$ cat config.mk
export PLATFORM = sky130hd
export DESIGN_NAME = txn_order_queue
export DESIGN_NICKNAME = d
export VERILOG_FILES = /design/src/rtl/txn_order_pkg.sv /design/src/rtl/txn_slot_find.sv /design/src/rtl/txn_age_matrix.sv /design/src/rtl/txn_pick.sv /design/src/rtl/txn_order_queue.sv
export SDC_FILE = /design/constraint.sdc
export NUM_CORES = 1
export LEC_CHECK = 0
export BUFFER_PORTS_ARGS = -buffer_cell sky130_fd_sc_hd__buf_2
export CAP_MARGIN = 20
export CELL_PAD_IN_SITES_DETAIL_PLACEMENT = 1
export CELL_PAD_IN_SITES_GLOBAL_PLACEMENT = 1
export CORE_MARGIN = 5
export CORE_UTILIZATION = 30
export CTS_CLUSTER_SIZE = 28
export DETAILED_ROUTE_END_ITERATION = 12
export PLACE_DENSITY_LB_ADDON = 0.1
export SLEW_MARGIN = 20
export SYNTH_ARGS = -nofsm -noshare
export SYNTH_HDL_FRONTEND = slang
export SYNTH_HIERARCHICAL = 1
export SYNTH_SLANG_ARGS = --single-unit
$ cat constraint.sdc
create_clock -name clk -period 3.84 [get_ports clk]
set_input_delay 0.768 -clock clk [delete_from_list [all_inputs] [get_ports clk]]
set_output_delay 0.768 -clock clk [all_outputs]
set_load 0.02 [all_outputs]
$ cat src/rtl/txn_order_pkg.sv
package txn_order_pkg;

    localparam int NUM_CLS = 5;
    localparam int CLS_W   = 3;

    typedef enum logic [CLS_W-1:0] {
        CLS_PW = 3'd0,  // posted write or message
        CLS_RD = 3'd1,  // read request
        CLS_CW = 3'd2,  // configuration write request
        CLS_RC = 3'd3,  // read completion
        CLS_WC = 3'd4   // configuration / I/O write completion
    } txn_cls_e;

    function automatic logic cls_legal(input logic [CLS_W-1:0] code);
        return code < CLS_W'(NUM_CLS);
    endfunction

    function automatic logic is_req_rw(input txn_cls_e c);
        return (c == CLS_RD) || (c == CLS_CW);
    endfunction

    // true when a younger entry of class yng may go ahead of an older one of class old
    function automatic logic may_pass(input txn_cls_e yng, input txn_cls_e old);
        if (old == CLS_PW)
            return 1'b0;
        if (is_req_rw(yng) && is_req_rw(old))
            return 1'b0;
        return 1'b1;
    endfunction

    function automatic logic cls_ready(input logic [NUM_CLS-1:0] rdy, input txn_cls_e c);
        case (c)
            CLS_PW:  return rdy[0];
            CLS_RD:  return rdy[1];
            CLS_CW:  return rdy[2];
            CLS_RC:  return rdy[3];
            CLS_WC:  return rdy[4];
            default: return 1'b0;
        endcase
    endfunction

endpackage

$ cat src/rtl/txn_slot_find.sv
module txn_slot_find #(
    parameter int DEPTH = 8
) (
    input  logic [DEPTH-1:0] valid_i,
    output logic [DEPTH-1:0] free_oh_o,
    output logic             full_o
);
    always_comb begin
        free_oh_o = '0;
        for (int i = DEPTH - 1; i >= 0; i--) begin
            if (!valid_i[i]) begin
                free_oh_o    = '0;
                free_oh_o[i] = 1'b1;
            end
        end
        full_o = &valid_i;
    end
endmodule

$ cat src/rtl/txn_age_matrix.sv
module txn_age_matrix #(
    parameter int DEPTH = 8
) (
    input  logic                        clk,
    input  logic                        rst,
    input  logic [DEPTH-1:0]            valid_i,
    input  logic [DEPTH-1:0]            alloc_i,
    input  logic [DEPTH-1:0]            release_i,
    output logic [DEPTH-1:0][DEPTH-1:0] older_o
);
    // older_o[i][j] set: entry i entered before entry j
    logic [DEPTH-1:0][DEPTH-1:0] older_q;

    always_ff @(posedge clk) begin
        if (rst) begin
            older_q <= '0;
        end else begin
            for (int i = 0; i < DEPTH; i++) begin
                for (int j = 0; j < DEPTH; j++) begin
                    if (release_i[i] || release_i[j] || alloc_i[i])
                        older_q[i][j] <= 1'b0;
                    else if (alloc_i[j])
                        older_q[i][j] <= valid_i[i];
                end
            end
        end
    end

    assign older_o = older_q;
endmodule

$ cat src/rtl/txn_pick.sv
module txn_pick
    import txn_order_pkg::*;
#(
    parameter int DEPTH = 8
) (
    input  logic [DEPTH-1:0]            valid_i,
    input  txn_cls_e [DEPTH-1:0]        cls_i,
    input  logic [NUM_CLS-1:0]          dn_ready_i,
    input  logic [DEPTH-1:0][DEPTH-1:0] older_i,
    output logic [DEPTH-1:0]            grant_o
);
    logic [DEPTH-1:0] elig;
    logic [DEPTH-1:0] blocked;

    generate
        for (genvar i = 0; i < DEPTH; i++) begin : g_ent
            logic [DEPTH-1:0] ahead;  // valid entries older than i
            always_comb begin
                for (int j = 0; j < DEPTH; j++)
                    ahead[j] = valid_i[j] & older_i[j][i];
                blocked[i] = 1'b0;
                for (int j = 0; j < DEPTH; j++)
                    if (ahead[j] && !may_pass(cls_i[i], cls_i[j]))
                        blocked[i] = 1'b1;
                elig[i] = valid_i[i] & cls_ready(dn_ready_i, cls_i[i]) & ~blocked[i];
            end
            assign grant_o[i] = elig[i] & ~|(elig & ahead);
        end
    endgenerate
endmodule

$ cat src/rtl/txn_order_queue.sv
module txn_order_queue
    import txn_order_pkg::*;
#(
    parameter int DEPTH = 8,
    parameter int TAG_W = 8
) (
    input  logic                 clk,
    input  logic                 rst,
    input  logic                 enq_valid,
    output logic                 enq_ready,
    input  logic [CLS_W-1:0]     enq_cls,
    input  logic [TAG_W-1:0]     enq_tag,
    input  logic [NUM_CLS-1:0]   dn_ready,
    output logic                 iss_valid,
    output logic [CLS_W-1:0]     iss_cls,
    output logic [TAG_W-1:0]     iss_tag
);
    logic [DEPTH-1:0]            valid_q;
    txn_cls_e [DEPTH-1:0]        cls_q;
    logic [DEPTH-1:0][TAG_W-1:0] tag_q;

    logic [DEPTH-1:0]            free_oh;
    logic                        full;
    logic [DEPTH-1:0]            alloc;
    logic [DEPTH-1:0]            grant;
    logic [DEPTH-1:0][DEPTH-1:0] older;

    txn_slot_find #(.DEPTH(DEPTH)) u_find (
        .valid_i   (valid_q),
        .free_oh_o (free_oh),
        .full_o    (full)
    );

    assign enq_ready = ~full;
    assign alloc     = (enq_valid && !full && cls_legal(enq_cls)) ? free_oh : '0;

    txn_age_matrix #(.DEPTH(DEPTH)) u_age (
        .clk       (clk),
        .rst       (rst),
        .valid_i   (valid_q),
        .alloc_i   (alloc),
        .release_i (grant),
        .older_o   (older)
    );

    txn_pick #(.DEPTH(DEPTH)) u_pick (
        .valid_i    (valid_q),
        .cls_i      (cls_q),
        .dn_ready_i (dn_ready),
        .older_i    (older),
        .grant_o    (grant)
    );

    always_ff @(posedge clk) begin
        if (rst) begin
            valid_q <= '0;
            cls_q   <= {DEPTH{CLS_PW}};
            tag_q   <= '0;
        end else begin
            for (int i = 0; i < DEPTH; i++) begin
                if (alloc[i]) begin
                    valid_q[i] <= 1'b1;
                    cls_q[i]   <= txn_cls_e'(enq_cls);
                    tag_q[i]   <= enq_tag;
                end else if (grant[i]) begin
                    valid_q[i] <= 1'b0;
                end
            end
        end
    end

    always_comb begin
        iss_cls = '0;
        iss_tag = '0;
        for (int i = 0; i < DEPTH; i++) begin
            if (grant[i]) begin
                iss_cls = iss_cls | cls_q[i];
                iss_tag = iss_tag | tag_q[i];
            end
        end
        iss_valid = |grant;
    end
endmodule

==> key figures, run 1 <==
Synth
  – Net Count, Synth: 1029
  – Synth Register Bits: 160
  – Predominant post-synthesis flop cell: dfxtp_1
  – Asr flop ratio synth: 0%
  – Post-synthesis cell area: 9460 µm²
  – Post-synth EDFFs: 0
  – Syn_area_per_cell: 9.37 µm²
  – Ys Warns: 6
  – Sequential share of the synthesized area: 33.8%
  – Distinct cell type count after synthesis: 81
  – Synthesized instance count: 1010

Worst setup path
  – Slowest-stage cell, CP: dfxtp_1
  – Crit Path Class: flip-flop to output pin
  – Critical Path Sink Type: output pin
  – Worst EP arrival: 3.54 ns
  – Reg2reg setup slack: 0.09 ns
  – Worst-path cell chain: buf_4 -> nor2b_1 -> a221oi_1 -> a221oi_1 -> nand4b_1 -> a2111oi_4 -> buf_4 -> buf_12 -> a32o_1 -> nor3_4 -> buf_12 -> a22oi_1 -> nand4_1 -> buf_6
  – Critical path required time: 3.07 ns
  – Nature of the critical path startpoint: flip-flop
  – Worst-path fanout max: 10
  – Max incr delay on CP: 0.45 ns

Clock tree
  – TritonCTS clock tree: built
  – Clock buffer count from CTS: 17
  – CTS clk-pin slew, worst paths: 0.07 ns
  – CTS Root Buffer Type: clkbuf_16
  – Cts hold-fix bufs: 0
  – Htree depth: 4
  – Clock Tree Buf Depth: 2
  – Clk_lat worst skew: 0.46 ns
  – Clk sinks: 160

Drt
  – Met1 Wirelength: 20.5 mm
  – Remaining antenna violation count: 0
  – DRT Pass-1 Iters: 5
  – Max layer used: met4
  – DR DRC count: 0
  – Met3 WL: 2.07 mm
  – Wirelength per Cell: 27.5 µm
  – Vias/cell: 5.52
  – Wirelength, routed: 44.4 mm
  – Initial DRC count: 741
  – Via count: 8896
  – Met2 Routed Length: 20.4 mm

Final layout
  – Most common cell after layout, fill and taps aside: buf_4
  – Synth-to-Final Area Change: 33.3%
  – Nets@finish: 1215
  – Most frequent cells in the layout: 189 x buf_4, 146 x mux2i_1, 136 x dfxtp_1
  – Layout cell share with drive strength beyond 1: 38.0%
  – Finished Cell Area: 12600 µm²
  – Number of antenna diodes: 0
  – Number of fill cells in the layout: 3543

Placed design
  – DP Wirelength: 33.8 mm
  – Post-DP Area: 11300 µm²
  – Pre-CTS setup slack: -0.359 ns
  – I/O Buffers: 31
  – Routability cong.: 0.985

Timing
  – Final WS setup: -0.469 ns
  – Slew HR: 50.8%
  – RSZ-0062 raised after global routing: yes
  – WHS: 0.477 ns
  – Minimum clock period: 4.31 ns
  – Worst Max-Slew Pin Slew: 0.739 ns
  – Final Skew: 0.0181 ns
  – Setup violators final: 12
  – Maximum clock rate: 0.232 GHz
  – Final hold vios: 0
  – Final Cycle Share: 112%
  – Max Slew Vio Count: 0
  – Setup TNS: -5.11 ns

Global routing
  – Initial antenna violation count: 0
  – Grt ovf: 0
  – Vias in the first global route: 9144
  – First-pass GRT wire length: 64.9 mm
  – All-Layer GR Usage: 24.8%
  – Largest net degree at the start of global routing: 50

Pwr
  – Worst vdd ir: 0.000282 V
  – Power per Cell Area: 298 nW/µm²
  – Static Leakage: 4.98 nW

Run status
  – Failing checks: setup timing
  – Outcome: finished with violations

Die
  – Die Y: 188 µm
  – Chip width: 188 µm
  – Die ar.: 35200 µm²
  – Initial Utilization: 30.2%
  – IO Count: 32
  – Row count: 65
  – Core ar.: 31300 µm²

Min path
  – Tightest Hold Check Type: flip-flop to flip-flop

Run
  – Max_cap viols: 0
[final timing paths]
kind	endpoint	from	cells past startpoint
worst max-delay path	iss_tag[1]	cls_q[17]	14
worst min-delay path	tag_q[7]	tag_q[7]	2
worst max register to register	u_age/older_o[30]	cls_q[17]	17
worst min register to register	tag_q[7]	tag_q[7]	2
[metrics by stage]
stage          util [%]  total power [W]  cells
3_5_place_dp       36.2          0.00203   1562
6_report           40.3          0.00376   1611
5_1_grt            40.3          0.00389   1611
2_1_floorplan         -          0.00189   1010
3_3_place_gp       36.2          0.00203   1562
4_1_cts            39.3          0.00380   1603
[synth_stat cells (4+ instances only)]
cell | n | area share (%)
a221o_1 | 4 | 0.42
or3b_2 | 4 | 0.37
and3b_1 | 12 | 1.1
nand2b_1 | 114 | 7.5
nor3b_1 | 8 | 0.63
or3_1 | 5 | 0.33
xor2_1 | 4 | 0.37
and2_1 | 4 | 0.26
o22ai_1 | 4 | 0.26
a22o_1 | 5 | 0.46
nor2b_1 | 12 | 0.79
a32o_1 | 4 | 0.42
nand3b_1 | 4 | 0.32
dfxtp_1 | 160 | 34
o211ai_1 | 11 | 0.87
nand3_1 | 33 | 1.7
nor2_1 | 28 | 1.1
nand2_1 | 53 | 2.1
nor4_1 | 4 | 0.26
a221oi_1 | 6 | 0.56
clkbuf_1 | 24 | 0.95
o2111ai_1 | 5 | 0.46
buf_6 | 24 | 2.9
inv_1 | 30 | 1.2
and3_1 | 8 | 0.53
a22oi_1 | 56 | 4.4
nor4b_1 | 8 | 0.74
nor3_2 | 56 | 5.9
a31oi_1 | 4 | 0.26
a32oi_1 | 10 | 0.93
mux2i_1 | 146 | 15
nand4_1 | 16 | 1.1
buf_1 | 11 | 0.44
o21ai_0 | 10 | 0.53
buf_2 | 20 | 1.1
xnor2_1 | 4 | 0.37
nor3_1 | 7 | 0.37
a21oi_1 | 18 | 0.95
nand2_2 | 7 | 0.46
[timing repair]
action                                  in CTS  in global routing
resized for setup                           87                 72
endpoints found under the setup margin      12                 12
buffers inserted                             9                  8
pin swaps                                   26                 30
endpoints found under the hold margin        0                  0
cloned                                       1                  0
[layer usage]
metal / GRT usage [%] / vias to the layer above
li1: - / 4071
met1: 33.8 / 4491
met2: 40.2 / 258
met3: 4.24 / 76
met4: 7.71 / 0
met5: 0 / -
[kinds of logic after synthesis]
kind of cell    synth area share (%)
fa+ha+maj                      0.212
flops                           33.8
compound gates                  14.7
simple gates                    27.7
mux                             15.7
xor+xnor                        1.08
buf+inv                         6.76
[report_power, final]
part           total [W]  internal [W]  switching [W]  leakage, nW
Clock            0.00175      0.000932       0.000822        0.273
Combinational   0.000333      0.000140       0.000193         3.40
Sequential       0.00168       0.00166      0.0000137         1.31
Total            0.00376       0.00274        0.00103         4.98
[sequential cells by signal, indices dropped and copies added (netlist names)]
| name | cells |
|---|---|
| cls_q | 24 |
| tag_q | 64 |
| u_age/older_o | 64 |
| valid_q | 8 |
[final cells by class]
cell class | count | area, µm² | area share, %
multi-input combinational | 737 | 6030 | 47.8
sequential | 160 | 3260 | 25.8
timing repair buffer | 248 | 2110 | 16.7
tap | 402 | 503 | 3.99
clock buffer | 18 | 439 | 3.48
clock inverter | 14 | 150 | 1.19
inverter | 32 | 123 | 0.972
[critical path, delay by kind of cell, from the launching register on]
| kind | cells | cell delay, ns |
|---|---|---|
| AO/OA/AOI/OAI | 5 | 1.14 |
| buffers and inverters | 5 | 0.89 |
| flip-flops | 1 | 0.45 |
| AND/OR/NAND/NOR | 4 | 0.59 |
Note: power is estimated with default switching activity, not from simulation.
==> run 2: changes to the inputs <==
Settings changed: BUFFER_PORTS_ARGS -buffer_cell sky130_fd_sc_hd__buf_2 to -buffer_cell sky130_fd_sc_hd__buf_4.
==> run 2 against run 1 <==
The flow still finishes with violations (setup timing). Clock skew down 0.0096 ns. Hold slack better by 0.0046 ns. Flip-flop and latch count unchanged. Setup slack worse by 0.048 ns. Non-clock buffer count up 36. Register-to-register slack better by 0.04 ns. Combinational power up 4%. Critical path depth down 1. Die area unchanged. Cell area up 4.5%. Fmax down 1.1%. Critical path type unchanged. Largest cell class unchanged.
==> key figures, run 2 (synthesis gave the netlist of run 1 again) <==
Worst setup path
  – Worst-path cell chain: buf_6 -> clkinvlp_4 -> a32oi_2 -> a311oi_2 -> or4_4 -> buf_6 -> o211ai_1 -> a221oi_2 -> and3_4 -> buf_12 -> a22oi_2 -> nand4_1 -> buf_6
  – Crit Path Class: flip-flop to output pin
  – Most used cell, CP: buf_6
  – Critical R2R Capture: u_age/older_o[10]
  – Nature of the critical path startpoint: flip-flop
  – Reg2reg setup slack: 0.13 ns (+0.04 ns)
  – Critical path required time: 3.07 ns (about the same)
  – Worst R2R Path Depth: 14 (-3)
  – WP buf/inv: 5 (unchanged)
  – Worst-path fanout max: 7 (-3)
  – Max incr delay on CP: 0.59 ns (+0.14 ns)
  – Critical Path Sink Type: output pin
  – Slowest-stage cell, CP: or4_4
  – Worst EP arrival: 3.59 ns (+0.05 ns)
  – Reg-to-Reg Start: cls_q[23]
  – CP top delay family: compound AO/OA/AOI/OAI gates

Pwr
  – Worst vdd ir: 0.000285 V (+1.2%)
  – Static Leakage: 5.28 nW (+6.1%)
  – Total Power: 0.00384 W (+2.0%)
  – Power per Cell Area: 291 nW/µm² (-2.3%)

Timing
  – Max Slew Vio Count: 0 (unchanged)
  – WHS: 0.482 ns (+0.00458 ns)
  – Maximum clock rate: 0.229 GHz (-1.1%)
  – Final Cycle Share: 113% (+1.3 points)
  – Final hold vios: 0 (unchanged)
  – Final WS setup: -0.517 ns (-0.0481 ns)
  – Worst Max-Slew Pin Slew: 0.705 ns (-0.0339 ns)
  – RSZ-0062 raised after global routing: yes
  – Final Skew: 0.00853 ns (-0.00956 ns)
  – Slew HR: 53.0% (+2.3 points)
  – Setup violators final: 12 (unchanged)
  – Minimum clock period: 4.36 ns (+0.0481 ns)

Global routing
  – Vias in the first global route: 9793 (+7.1%)
  – Grt ovf: 0 (unchanged)
  – First-pass GRT wire length: 67.6 mm (+4.1%)
  – Initial antenna violation count: 0 (unchanged)
  – Largest net degree at the start of global routing: 77 (+54%)
  – All-Layer GR Usage: 25.9% (+1.1 points)

Min path
  – Tightest Hold Check Type: flip-flop to flip-flop
  – WHS Path Cells: 2 (unchanged)
  – Hold Path End: tag_q[35]
  – Worst hold path startpoint: tag_q[35]

Placed design
  – Post-DP Area: 11500 µm² (+1.9%)
  – Routability cong.: 0.964 (-2.1%)
  – DP Wirelength: 33.3 mm (-1.6%)
  – I/O Buffers: 31 (unchanged)
  – Placed insts: 1585 (+1.5%)

Clock tree
  – Clock Tree Buf Depth: 2 (unchanged)
  – Htree depth: 4 (unchanged)
  – Clk sinks: 160 (unchanged)
  – Clk_lat worst skew: 0.45 ns (about the same)
  – Cts hold-fix bufs: 0 (unchanged)
  – Clock buffer count from CTS: 17 (unchanged)
  – TritonCTS clock tree: built
  – CTS clk-pin slew, worst paths: 0.07 ns (about the same)
  – CTS Root Buffer Type: clkbuf_16

Die
  – Die Y: 188 µm (unchanged)
  – IO Count: 32 (unchanged)
  – Core ar.: 31300 µm² (unchanged)
  – Chip width: 188 µm (unchanged)
  – Row count: 65 (unchanged)
  – Initial Utilization: 30.2% (unchanged)
  – Die ar.: 35200 µm² (unchanged)

Drt
  – Wirelength per Cell: 28.0 µm (+1.8%)
  – DRT Pass-1 Iters: 5 (unchanged)
  – Initial DRC count: 762 (+2.8%)
  – Wirelength, routed: 46.2 mm (+4.1%)
  – Remaining antenna violation count: 0 (unchanged)
  – DR DRC count: 0 (unchanged)
  – Vias/cell: 5.60 (+1.5%)
  – Via count: 9227 (+3.7%)

Final layout
  – Layout cell share with drive strength beyond 1: 43.1% (+5.1 points)
  – Synth-to-Final Area Change: 39.3%
  – Number of antenna diodes: 0 (unchanged)
  – Most frequent cells in the layout: 245 x buf_4, 145 x mux2i_1, 134 x dfxtp_1
  – Nets@finish: 1251 (+3.0%)
  – Finished Cell Area: 13200 µm² (+4.5%)
  – Finished Layout Cells: 1647 (+2.2%)
  – Final Util: 42.1% (+1.8 points)
  – Number of fill cells in the layout: 3492 (-1.4%)
  – Most common cell after layout, fill and taps aside: buf_4

Run status
  – Failing checks: setup timing
  – Outcome: finished with violations

Run
  – Max_cap viols: 0 (unchanged)
==> run 2: cell type report <==
cell class                 instances  area [µm²]  share of cell area [%]
tap                              402         503                    3.82
timing repair buffer             284        2370                    18.0
sequential                       160        3260                    24.7
multi-input combinational        737        6320                    47.9
inverter                          32         126                   0.959
clock buffer                      17         425                    3.23
clock inverter                    15         175                    1.33
==> run 2: worst max path at each step <==
stage	startpoint	endpoint	slack [ns]	cells past startpoint
after detailed placement	dn_ready[2]	iss_tag[5]	-0.69	11
after floorplan	dn_ready[2]	iss_tag[1]	-0.01	10
final	cls_q[23]	iss_cls[1]	-0.52	13
after global routing	cls_q[23]	iss_cls[1]	-0.50	14
after CTS	cls_q[23]	iss_cls[1]	-0.42	13
after global placement	dn_ready[2]	iss_tag[1]	-0.66	11
==> run 2: worst reg2reg max path: stages, from the launching register on <==
cell and delay, ns:
dfxtp_4 0.40, buf_6 0.12, clkinvlp_4 0.12, a32oi_2 0.30, a311oi_2 0.15, or4_4 0.59, buf_6 0.14, o211ai_1 0.32
a221oi_2 0.07, and3_4 0.22, buf_16 0.16, buf_4 0.15, buf_4 0.19, or3_4 0.50, nor3_2 0.19
==> run 2: layer usage <==
layer / track usage (%) / routed length, µm / vias up / part of all wire, %
met1: 34.3 / 20600 / 4627 / 45
li1: - / - / 4155 / -
met4: 12.1 / 2270 / 0 / 4.9
met5: 0 / 0 / - / 0
met3: 4.86 / 2550 / 95 / 5.5
met2: 41.0 / 20800 / 350 / 45
==> run 2: what timing repair did <==
action,CTS,global route
pin swaps,38,46
hold endpoints to repair,0,0
buffers inserted,27,6
cloned,3,0
resized for setup,128,67
setup endpoints to repair,13,12
==> run 2: power breakdown <==
part	total (W)	internal, W	switching, W
clock	0.00182	0.000980	0.000836
sequential	0.00168	0.00166	0.0000145
combinational	0.000346	0.000147	0.000199
total	0.00384	0.00279	0.00105
==> run 2: per-stage QoR <==
stage	TNS (ns)	setup slack (ns)
global placement	-10.20	-0.657
CTS	-4.65	-0.419
finish	-5.46	-0.517
floorplan	-0.0436	-0.0115
global route	-5.51	-0.496
detailed placement	-10.44	-0.685
